==> config.mk <==
export PLATFORM = sky130hd
export DESIGN_NAME = wm_store_ctrl
export DESIGN_NICKNAME = d
export VERILOG_FILES = /design/src/rtl/wm_pkg.sv /design/src/rtl/wm_tag_match.sv /design/src/rtl/wm_lru.sv /design/src/rtl/wm_line_store.sv /design/src/rtl/wm_store_ctrl.sv
export SDC_FILE = /design/constraint.sdc
export NUM_CORES = 2
export LEC_CHECK = 0
export BUFFER_PORTS_ARGS = -buffer_cell sky130_fd_sc_hd__buf_2
export CORE_UTILIZATION = 45
export CTS_CLUSTER_DIAMETER = 100
export CTS_CLUSTER_SIZE = 14
export DETAILED_ROUTE_END_ITERATION = 8
export PLACE_DENSITY = 0.59
export SKIP_LAST_GASP = 1
export SYNTH_ARGS = -nofsm -noshare
export SYNTH_HDL_FRONTEND = slang
export SYNTH_SLANG_ARGS = --single-unit
==> constraint.sdc <==
create_clock -name clk -period 9.5 [get_ports clk]
set_clock_uncertainty 0.05 [all_clocks]
set_input_delay 0 -clock clk [delete_from_list [all_inputs] [get_ports clk]]
set_output_delay 0 -clock clk [all_outputs]
set_load 0.1 [all_outputs]
==> src/rtl/wm_pkg.sv <==
// Shared encodings of the store write-miss controller.
// Assumes: all users import this package; widths are fixed by the port contract.
package wm_pkg;
    typedef enum logic [2:0] {
        RC_SUCCESS = 3'd0,
        RC_STALL   = 3'd1,
        RC_FAIL    = 3'd2,
        RC_SCFAIL  = 3'd3,
        RC_BUSERR  = 3'd4
    } rsp_code_e;

    typedef enum logic [1:0] {
        MC_GETX  = 2'd0,
        MC_UPG   = 2'd1,
        MC_SCUPG = 2'd2,
        MC_NONE  = 2'd3
    } miss_cmd_e;

    typedef enum logic [1:0] {
        MT_OK       = 2'd0,
        MT_FULL     = 2'd1,
        MT_CONFLICT = 2'd2,
        MT_MERGE    = 2'd3
    } mt_status_e;

    typedef enum logic [1:0] {
        NL_PENDING = 2'd0,
        NL_DONE    = 2'd1,
        NL_RETRY   = 2'd2,
        NL_BUSERR  = 2'd3
    } nl_status_e;
endpackage

==> src/rtl/wm_tag_match.sv <==
// Tag comparison for one set: finds the first writable match (hit) and the
// first valid match of any kind (present). Purely combinational.
// Assumes: a line address sits in at most one way of a set.
module wm_tag_match #(
    parameter int WAYS  = 4,
    parameter int TAG_W = 10,
    localparam int WAY_W = (WAYS > 1) ? $clog2(WAYS) : 1
) (
    input  logic                  clk,
    input  logic                  rst_n,
    input  logic                  lookup_en,
    input  logic [WAYS-1:0]       way_valid,
    input  logic [WAYS-1:0]       way_excl,
    input  logic [WAYS*TAG_W-1:0] way_tags,
    input  logic [TAG_W-1:0]      lookup_tag,
    output logic                  hit,
    output logic [WAY_W-1:0]      hit_way,
    output logic                  present,
    output logic [WAY_W-1:0]      present_way
);
    logic [WAYS-1:0] match_vec;
    logic [WAYS-1:0] wr_match_vec;

    for (genvar w = 0; w < WAYS; w++) begin : g_cmp
        assign match_vec[w]    = way_valid[w] && (way_tags[w*TAG_W +: TAG_W] == lookup_tag);
        assign wr_match_vec[w] = match_vec[w] && way_excl[w];
    end

    // Lowest-index priority encoders for hit and present.
    always_comb begin
        hit         = |wr_match_vec;
        present     = |match_vec;
        hit_way     = '0;
        present_way = '0;
        for (int w = WAYS - 1; w >= 0; w--) begin
            if (wr_match_vec[w]) hit_way = WAY_W'(w);
            if (match_vec[w])    present_way = WAY_W'(w);
        end
    end

    assert_single_copy_R1: assert property (@(posedge clk) disable iff (!rst_n)
        lookup_en |-> $onehot0(match_vec));
endmodule

==> src/rtl/wm_lru.sv <==
// Per-set recency order kept as distinct ages (0 newest, WAYS-1 oldest).
// Touching a way ages every younger way by one and makes it newest.
// Assumes: touch_way is below WAYS.
module wm_lru #(
    parameter int SETS = 4,
    parameter int WAYS = 4,
    localparam int IDX_W = $clog2(SETS),
    localparam int WAY_W = (WAYS > 1) ? $clog2(WAYS) : 1
) (
    input  logic             clk,
    input  logic             rst_n,
    input  logic             touch_en,
    input  logic [IDX_W-1:0] touch_set,
    input  logic [WAY_W-1:0] touch_way,
    input  logic [IDX_W-1:0] query_set,
    output logic [WAY_W-1:0] victim_way
);
    localparam logic [WAY_W-1:0] OLDEST = WAY_W'(WAYS - 1);

    logic [WAY_W-1:0] age_q [SETS][WAYS];

    // Reset to age = way index, update ages on a touch.
    always_ff @(posedge clk) begin
        if (!rst_n) begin
            for (int s = 0; s < SETS; s++)
                for (int w = 0; w < WAYS; w++)
                    age_q[s][w] <= WAY_W'(w);
        end else if (touch_en) begin
            for (int w = 0; w < WAYS; w++) begin
                if (WAY_W'(w) == touch_way)
                    age_q[touch_set][w] <= '0;
                else if (age_q[touch_set][w] < age_q[touch_set][touch_way])
                    age_q[touch_set][w] <= age_q[touch_set][w] + 1'b1;
            end
        end
    end

    // Victim is the way holding the oldest age.
    always_comb begin
        victim_way = '0;
        for (int w = 0; w < WAYS; w++)
            if (age_q[query_set][w] == OLDEST) victim_way = WAY_W'(w);
    end

    for (genvar s = 0; s < SETS; s++) begin : g_chk
        logic [WAYS-1:0] oldest_vec;
        for (genvar w = 0; w < WAYS; w++) begin : g_w
            assign oldest_vec[w] = (age_q[s][w] == OLDEST);
        end
        assert_one_oldest_R2: assert property (@(posedge clk) disable iff (!rst_n)
            $countones(oldest_vec) == 1);
    end
endmodule

==> src/rtl/wm_line_store.sv <==
// Line data array: whole-line fill, sized byte merge of a store, and a
// combinational read of one line for writeback.
// Assumes: stores are naturally aligned and LINE_BYTES is at least 8.
module wm_line_store #(
    parameter int SETS       = 4,
    parameter int WAYS       = 4,
    parameter int LINE_BYTES = 16,
    localparam int IDX_W     = $clog2(SETS),
    localparam int WAY_W     = (WAYS > 1) ? $clog2(WAYS) : 1,
    localparam int OFF_W     = $clog2(LINE_BYTES),
    localparam int LINE_BITS = LINE_BYTES * 8
) (
    input  logic                 clk,
    input  logic                 rst_n,
    input  logic                 fill_en,
    input  logic [IDX_W-1:0]     fill_set,
    input  logic [WAY_W-1:0]     fill_way,
    input  logic [LINE_BITS-1:0] fill_data,
    input  logic                 wr_en,
    input  logic [IDX_W-1:0]     wr_set,
    input  logic [WAY_W-1:0]     wr_way,
    input  logic [OFF_W-1:0]     wr_off,
    input  logic [1:0]           wr_size,
    input  logic [63:0]          wr_data,
    output logic [LINE_BITS-1:0] rd_line
);
    logic [LINE_BITS-1:0] mem_q [SETS*WAYS];
    logic [LINE_BITS-1:0] merged;
    int                   wr_idx;
    int                   fill_idx;

    assign wr_idx   = int'(wr_set) * WAYS + int'(wr_way);
    assign fill_idx = int'(fill_set) * WAYS + int'(fill_way);
    assign rd_line  = mem_q[wr_idx];

    // Merge the store bytes into the current line contents.
    always_comb begin
        merged = mem_q[wr_idx];
        for (int b = 0; b < LINE_BYTES; b++) begin
            if (b >= int'(wr_off) && b < int'(wr_off) + (1 << wr_size))
                merged[8*b +: 8] = 8'(wr_data >> (8 * (b - int'(wr_off))));
        end
    end

    // Clear on reset, then take fills and merged stores.
    always_ff @(posedge clk) begin
        if (!rst_n) begin
            for (int i = 0; i < SETS*WAYS; i++) mem_q[i] <= '0;
        end else if (fill_en) begin
            mem_q[fill_idx] <= fill_data;
        end else if (wr_en) begin
            mem_q[wr_idx] <= merged;
        end
    end
endmodule

==> src/rtl/wm_store_ctrl.sv <==
// Store-side controller of a set-associative data cache: classifies each
// store, picks a way, issues the ownership command, drives miss-table and
// next-level handshakes, writes back dirty victims and merges store data.
// Assumes: miss-table and next-level answers arrive in the request cycle;
// fills never coincide with requests (a fill in a request cycle is dropped).
module wm_store_ctrl
    import wm_pkg::*;
#(
    parameter int ADDR_W     = 16,
    parameter int SETS       = 4,
    parameter int WAYS       = 4,
    parameter int LINE_BYTES = 16,
    parameter int L1_BYPASS  = 0,
    localparam int OFF_W     = $clog2(LINE_BYTES),
    localparam int IDX_W     = $clog2(SETS),
    localparam int TAG_W     = ADDR_W - OFF_W - IDX_W,
    localparam int WAY_W     = (WAYS > 1) ? $clog2(WAYS) : 1,
    localparam int LINE_BITS = LINE_BYTES * 8
) (
    input  logic                    clk,
    input  logic                    rst_n,
    input  logic                    req_valid,
    input  logic                    req_sc,
    input  logic                    req_link,
    input  logic [ADDR_W-1:0]       req_addr,
    input  logic [1:0]              req_size,
    input  logic [63:0]             req_data,
    output logic                    mt_alloc,
    output logic [1:0]              miss_cmd,
    input  logic [1:0]              mt_status,
    output logic                    nl_req,
    input  logic [1:0]              nl_status,
    output logic                    mt_free,
    input  logic                    wbuf_space,
    output logic                    wbuf_push,
    input  logic                    fill_valid,
    input  logic [ADDR_W-OFF_W-1:0] fill_line_addr,
    input  logic [WAY_W-1:0]        fill_way,
    input  logic                    fill_excl,
    input  logic [LINE_BITS-1:0]    fill_data,
    output logic                    wb_valid,
    output logic [ADDR_W-1:0]       wb_addr,
    output logic [LINE_BITS-1:0]    wb_line,
    output logic                    rsp_valid,
    output logic [2:0]              rsp_code
);
    localparam bit SC_FALLBACK = (WAYS == 1) || (L1_BYPASS != 0);

    logic [WAYS-1:0]       tv_q [SETS];
    logic [WAYS-1:0]       tx_q [SETS];
    logic [WAYS*TAG_W-1:0] tt_q [SETS];

    logic [IDX_W-1:0] idx;
    logic [TAG_W-1:0] tag;
    logic [IDX_W-1:0] fill_set;
    logic [TAG_W-1:0] fill_tag;
    logic             fill_en;
    logic             hit, present;
    logic [WAY_W-1:0] hit_way, present_way, lru_victim, use_way;
    logic [LINE_BITS-1:0] rd_line;

    rsp_code_e  code;
    mt_status_e mts;
    nl_status_e nls;
    logic stall_path, do_wb, do_inval, do_install, do_write;

    assign idx      = req_addr[OFF_W +: IDX_W];
    assign tag      = req_addr[ADDR_W-1 -: TAG_W];
    assign fill_set = fill_line_addr[IDX_W-1:0];
    assign fill_tag = fill_line_addr[ADDR_W-OFF_W-1 -: TAG_W];
    assign fill_en  = fill_valid && !req_valid;
    assign mts      = mt_status_e'(mt_status);
    assign nls      = nl_status_e'(nl_status);
    assign use_way  = hit ? hit_way : (present ? present_way : lru_victim);

    wm_tag_match #(.WAYS(WAYS), .TAG_W(TAG_W)) u_match (
        .clk(clk), .rst_n(rst_n), .lookup_en(req_valid),
        .way_valid(tv_q[idx]), .way_excl(tx_q[idx]), .way_tags(tt_q[idx]),
        .lookup_tag(tag), .hit(hit), .hit_way(hit_way),
        .present(present), .present_way(present_way)
    );

    wm_lru #(.SETS(SETS), .WAYS(WAYS)) u_lru (
        .clk(clk), .rst_n(rst_n), .touch_en(do_write),
        .touch_set(idx), .touch_way(use_way),
        .query_set(idx), .victim_way(lru_victim)
    );

    wm_line_store #(.SETS(SETS), .WAYS(WAYS), .LINE_BYTES(LINE_BYTES)) u_store (
        .clk(clk), .rst_n(rst_n),
        .fill_en(fill_en), .fill_set(fill_set), .fill_way(fill_way), .fill_data(fill_data),
        .wr_en(do_write), .wr_set(idx), .wr_way(use_way),
        .wr_off(req_addr[OFF_W-1:0]), .wr_size(req_size), .wr_data(req_data),
        .rd_line(rd_line)
    );

    // Classify the store and decide command, handshakes and result.
    always_comb begin
        code       = RC_SUCCESS;
        mt_alloc   = 1'b0;
        miss_cmd   = MC_NONE;
        nl_req     = 1'b0;
        mt_free    = 1'b0;
        wbuf_push  = 1'b0;
        stall_path = 1'b0;
        do_wb      = 1'b0;
        do_inval   = 1'b0;
        do_install = 1'b0;
        do_write   = 1'b0;
        if (req_valid) begin
            if (hit) begin
                do_write = 1'b1;
            end else if (req_sc && !present && !(SC_FALLBACK && req_link)) begin
                code = RC_SCFAIL;
            end else begin
                mt_alloc = 1'b1;
                miss_cmd = !present ? MC_GETX : (req_sc ? MC_SCUPG : MC_UPG);
                case (mts)
                    MT_FULL, MT_CONFLICT: code = req_sc ? RC_SCFAIL : RC_STALL;
                    MT_MERGE:             stall_path = 1'b1;
                    default: begin
                        nl_req   = 1'b1;
                        do_wb    = tv_q[idx][use_way] && tx_q[idx][use_way];
                        do_inval = !present;
                        case (nls)
                            NL_RETRY:  begin mt_free = 1'b1; code = RC_FAIL;   end
                            NL_BUSERR: begin mt_free = 1'b1; code = RC_BUSERR; end
                            NL_DONE:   begin do_install = 1'b1; do_write = 1'b1; end
                            default:   stall_path = 1'b1;
                        endcase
                    end
                endcase
                if (stall_path) begin
                    if (!req_sc && wbuf_space) wbuf_push = 1'b1;
                    else                       code = RC_STALL;
                end
            end
        end
    end

    // Tag state: clear on reset, then fills, invalidations and installs.
    always_ff @(posedge clk) begin
        if (!rst_n) begin
            for (int s = 0; s < SETS; s++) begin
                tv_q[s] <= '0;
                tx_q[s] <= '0;
                tt_q[s] <= '0;
            end
        end else if (fill_en) begin
            tv_q[fill_set][fill_way] <= 1'b1;
            tx_q[fill_set][fill_way] <= fill_excl;
            tt_q[fill_set][fill_way*TAG_W +: TAG_W] <= fill_tag;
        end else if (req_valid) begin
            if (do_inval) tv_q[idx][use_way] <= 1'b0;
            if (do_install) begin
                tv_q[idx][use_way] <= 1'b1;
                tx_q[idx][use_way] <= 1'b1;
                tt_q[idx][use_way*TAG_W +: TAG_W] <= tag;
            end
        end
    end

    // Register the result and the victim writeback.
    always_ff @(posedge clk) begin
        if (!rst_n) begin
            rsp_valid <= 1'b0;
            rsp_code  <= RC_SUCCESS;
            wb_valid  <= 1'b0;
            wb_addr   <= '0;
            wb_line   <= '0;
        end else begin
            rsp_valid <= req_valid;
            rsp_code  <= code;
            wb_valid  <= req_valid && do_wb;
            if (req_valid && do_wb) begin
                wb_addr <= {tt_q[idx][use_way*TAG_W +: TAG_W], idx, {OFF_W{1'b0}}};
                wb_line <= rd_line;
            end
        end
    end

    assert_rsp_follows_req_R11: assert property (@(posedge clk) disable iff (!rst_n)
        rsp_valid |-> $past(req_valid));
    assert_code_legal_R11: assert property (@(posedge clk) disable iff (!rst_n)
        rsp_valid |-> (rsp_code <= 3'd4));
    assert_wb_after_alloc_R7: assert property (@(posedge clk) disable iff (!rst_n)
        wb_valid |-> ($past(mt_alloc) && $past(mt_status) == 2'd0));
    assert_sc_not_buffered_R9: assert property (@(posedge clk) disable iff (!rst_n)
        (req_valid && req_sc) |-> !wbuf_push);
endmodule

==> results.md <==
- CP endpoint: u_store.mem_q[8][67]
- Clk sink count: 2417
- Vias in the first global route: 86219
- Syn Inst Count: 9901
- Data arrival time of the worst path: 8.12 ns
- H-tree Lvls: 4
- Worst skew pair latency: 0.92 ns
- Routed WL per cell: 34.1 um
- Post-synthesis sequential area ratio: 60.3%
- Clk root buf: clkbuf_16
- Required @ worst endpoint: 10.05 ns
- Length of the first detailed-routing pass in iterations: 6
- Post-DP HPWL: 265000 um
- Die Area: 0.264 mm^2
- Antenna-violating nets left: 0
- Tot Pwr: 22.3 mW
- Setup TNS Final: 0 ns
- Fill cell count: 23021
- Non-Filler Instances: 13603
- Max-slew headroom: -9.28%
- HP Class: input pin to flop
- Met1 wire length: 172000 um
- Yosys warnings: 0
- Worst R2R Start: tt_q[3][36]
- Kind of critical path: input pin to flop
- Reg2Reg Depth: 16
- Count of nets after finishing: 10207
- Worst-case vdd ir drop: 214 uV
- Row cnt: 187
- Clock slew at reported path FFs: 0.07 ns
- Layout area overhead: 10.4%
- Placed Area: 0.123 mm^2
- Post-CTS setup buffer count: 0
- Final wirelength: 464000 um
- CORE AREA: 0.260 mm^2
- Period utilization: 79.7%
- Slew Viols, Final: 12
- Async SR Flop Fraction: 0%
- Placed Cells incl. Taps: 13057
- CTS Buf Count: 193
- Tmin final: 7.57 ns
- Number of synthesized flops with an enable pin: 2272
- Reg-to-Reg End: u_store.mem_q[8][67]
- Post-Synthesis Cell Area: 0.118 mm^2
- Buffers added on ports: 385
- Main synth FF type: edfxtp_1
- Status: finished with violations
- Unrepaired setup endpoints after global routing: false
- Total GRT Usage: 34.2%
- Deepest clock path buffer count: 3
- Largest net degree at the start of global routing: 134
- Initial antenna violation count: 40
- Crit start category: input pin
- Final Hold Vio Count: 0
- TritonCTS clock tree: done
- Placer Congestion: 0.948
- Via density: 6.67
- Metal3 WL: 49900 um
- Leak pwr: 49.9 nW
- Synthesis-stage register bit count: 2417
- Syn Area/Cell: 11.9 um^2
- Most common cell after layout, fill and taps aside: edfxtp_1
- Die Y: 514 um
- Slew @ Worst Pin: 1.62 ns
- Max_cap viols: 3
- 1st-iter DRT viols: 12459
- Synth unique cells: 81
- Setup violations, final: 0
- Most frequent cells in the layout: edfxtp_1 (2272), nor3_1 (1687), nand2_1 (914), mux2i_1 (780), nor2_1 (756)
- Worst-path fanout max: 133
- F_max: 132 MHz
- WL met2: 209000 um
- Power Density: 171 mW/mm^2
- Setup slack, reg-to-reg: 2.25 ns
- Top Layer Used: met5
- Failing checks: capacitance limit, slew limit
- Total congestion overflow: 0
- Die width: 514 um
- Final Cell Area: 0.130 mm^2
- First-pass GRT wire length: 646000 um
- CP Capture Type: flop
- Total number of vias: 90726
- Worst setup path startpoint: req_addr[4]
- Layout cells sized above 1: 13.4%
- Initial core utilization: 45.3%
- DRC viols: 0
- Ports: 391
timing repair:
item,in CTS,in global routing
gates resized for setup,0,0
hold endpoints to repair,2288,0
hold buffers,166,0
state kept, by name (all words and copies together) (netlist names):
| signal | cells |
|---|---|
| tt_q | 160 |
| wb_valid | 1 |
| wb_line | 128 |
| wb_addr | 12 |
| tv_q | 16 |
| u_lru.age_q | 32 |
| rsp_valid | 1 |
| u_store.mem_q | 2048 |
| tx_q | 16 |
| rsp_code | 3 |
report_power, final:
| group | internal [mW] | total (mW) | switching (mW) |
|---|---|---|---|
| Sequential | 12.0 | 12.1 | 0.0959 |
| Clock | 3.91 | 7.97 | 4.07 |
| Combinational | 0.568 | 2.26 | 1.69 |
| Total | 16.4 | 22.3 | 5.85 |
per-layer routing:
layer / vias to the layer above / track usage [%]
met4: 16 / 21.8
met5: - / 0
li1: 37786 / -
met1: 45689 / 44.3
met3: 1263 / 6.36
met2: 5972 / 52.9
synthesized netlist by cell type, drive strengths merged, types with 25 or more instances:
cell type / n / area share (%)
nand3: 153 / 0.65
nor4: 45 / 0.25
nor3: 1693 / 7.2
o21ai: 166 / 0.74
xnor2: 43 / 0.32
ha: 48 / 0.51
a32o: 127 / 1.1
mux4: 95 / 1.8
clkbuf: 474 / 1.5
buf: 486 / 2.2
o21a: 25 / 0.16
inv: 96 / 0.31
nor2b: 57 / 0.30
nand2: 946 / 3.0
a221o: 102 / 0.87
mux2i: 780 / 6.6
mux2: 187 / 1.8
nand4: 28 / 0.15
a22oi: 236 / 1.5
o22ai: 55 / 0.36
dfxtp: 145 / 2.5
a21oi: 327 / 1.4
a31oi: 51 / 0.27
edfxtp: 2272 / 58
nor2: 761 / 2.4
a221oi: 233 / 2.4
critical path, stage by stage:
cell and delay [ns]:
dlygate4sd3_1 0.52, buf_4 0.69, buf_4 0.60, mux4_2 0.40, o2111ai_1 0.17, a2111oi_4 0.58
a21oi_1 0.30, o21a_1 0.24, buf_4 0.27, nor3_4 0.38, buf_12 0.51, buf_12 0.63
buf_4 0.70, mux2i_1 0.26, a32o_1 0.16, a221oi_1 0.09, a221oi_2 1.08, nor3_1 0.13
kinds of logic (layout without fill, tap and decap cells):
family	Yosys count	count (layout)	share of synthesized area (%)
buffers and inverters	1061	1235	4.00
DFF	2417	2417	60.3
AOI/OAI and AO/OA	1469	1469	9.93
other	1	33	0.00318
muxes	1062	1062	10.2
adders and majority gates	49	49	0.526
and+or+nand+nor	3787	3787	14.6
xor gates and xnor gates	55	55	0.408
worst min path at each step:
| stage | cells past startpoint | start | slack [ns] | end |
|---|---|---|---|---|
| after global placement | 3 | nl_status[1] | 0.24 | rsp_code[2] |
| after CTS | 5 | req_addr[7] | 0.02 | tt_q[3][11] |
| final | 6 | mt_status[1] | 0.1 | rsp_code[0] |
| after detailed placement | 3 | nl_status[1] | 0.26 | rsp_code[2] |
| after global routing | 4 | req_sc | 0.10 | rsp_code[2] |
| after floorplan | 2 | nl_status[1] | 0.1 | rsp_code[2] |
metrics by stage:
step	setup slack (ns)	utilization (%)	hold WS, ns
floorplan	1.46	-	0.0996
finish	1.93	50.1	0.0979
global placement	1.68	47.1	0.242
CTS	2.06	50.0	0.0153
global route	1.53	50.0	0.105
detailed placement	1.70	47.1	0.256
final cells by class:
type	count	area (um^2)	share of cell area, %
diodes	29	72.6	0.0557
repair buffers	783	5950	4.57
flip-flops and latches	2417	71100	54.6
multi-input cells	6426	42500	32.6
clock inverters	22	483	0.371
inverters	101	399	0.306
well taps	3496	4370	3.36
clock buffers	329	5350	4.11
Note: power is estimated with default switching activity, not from simulation.
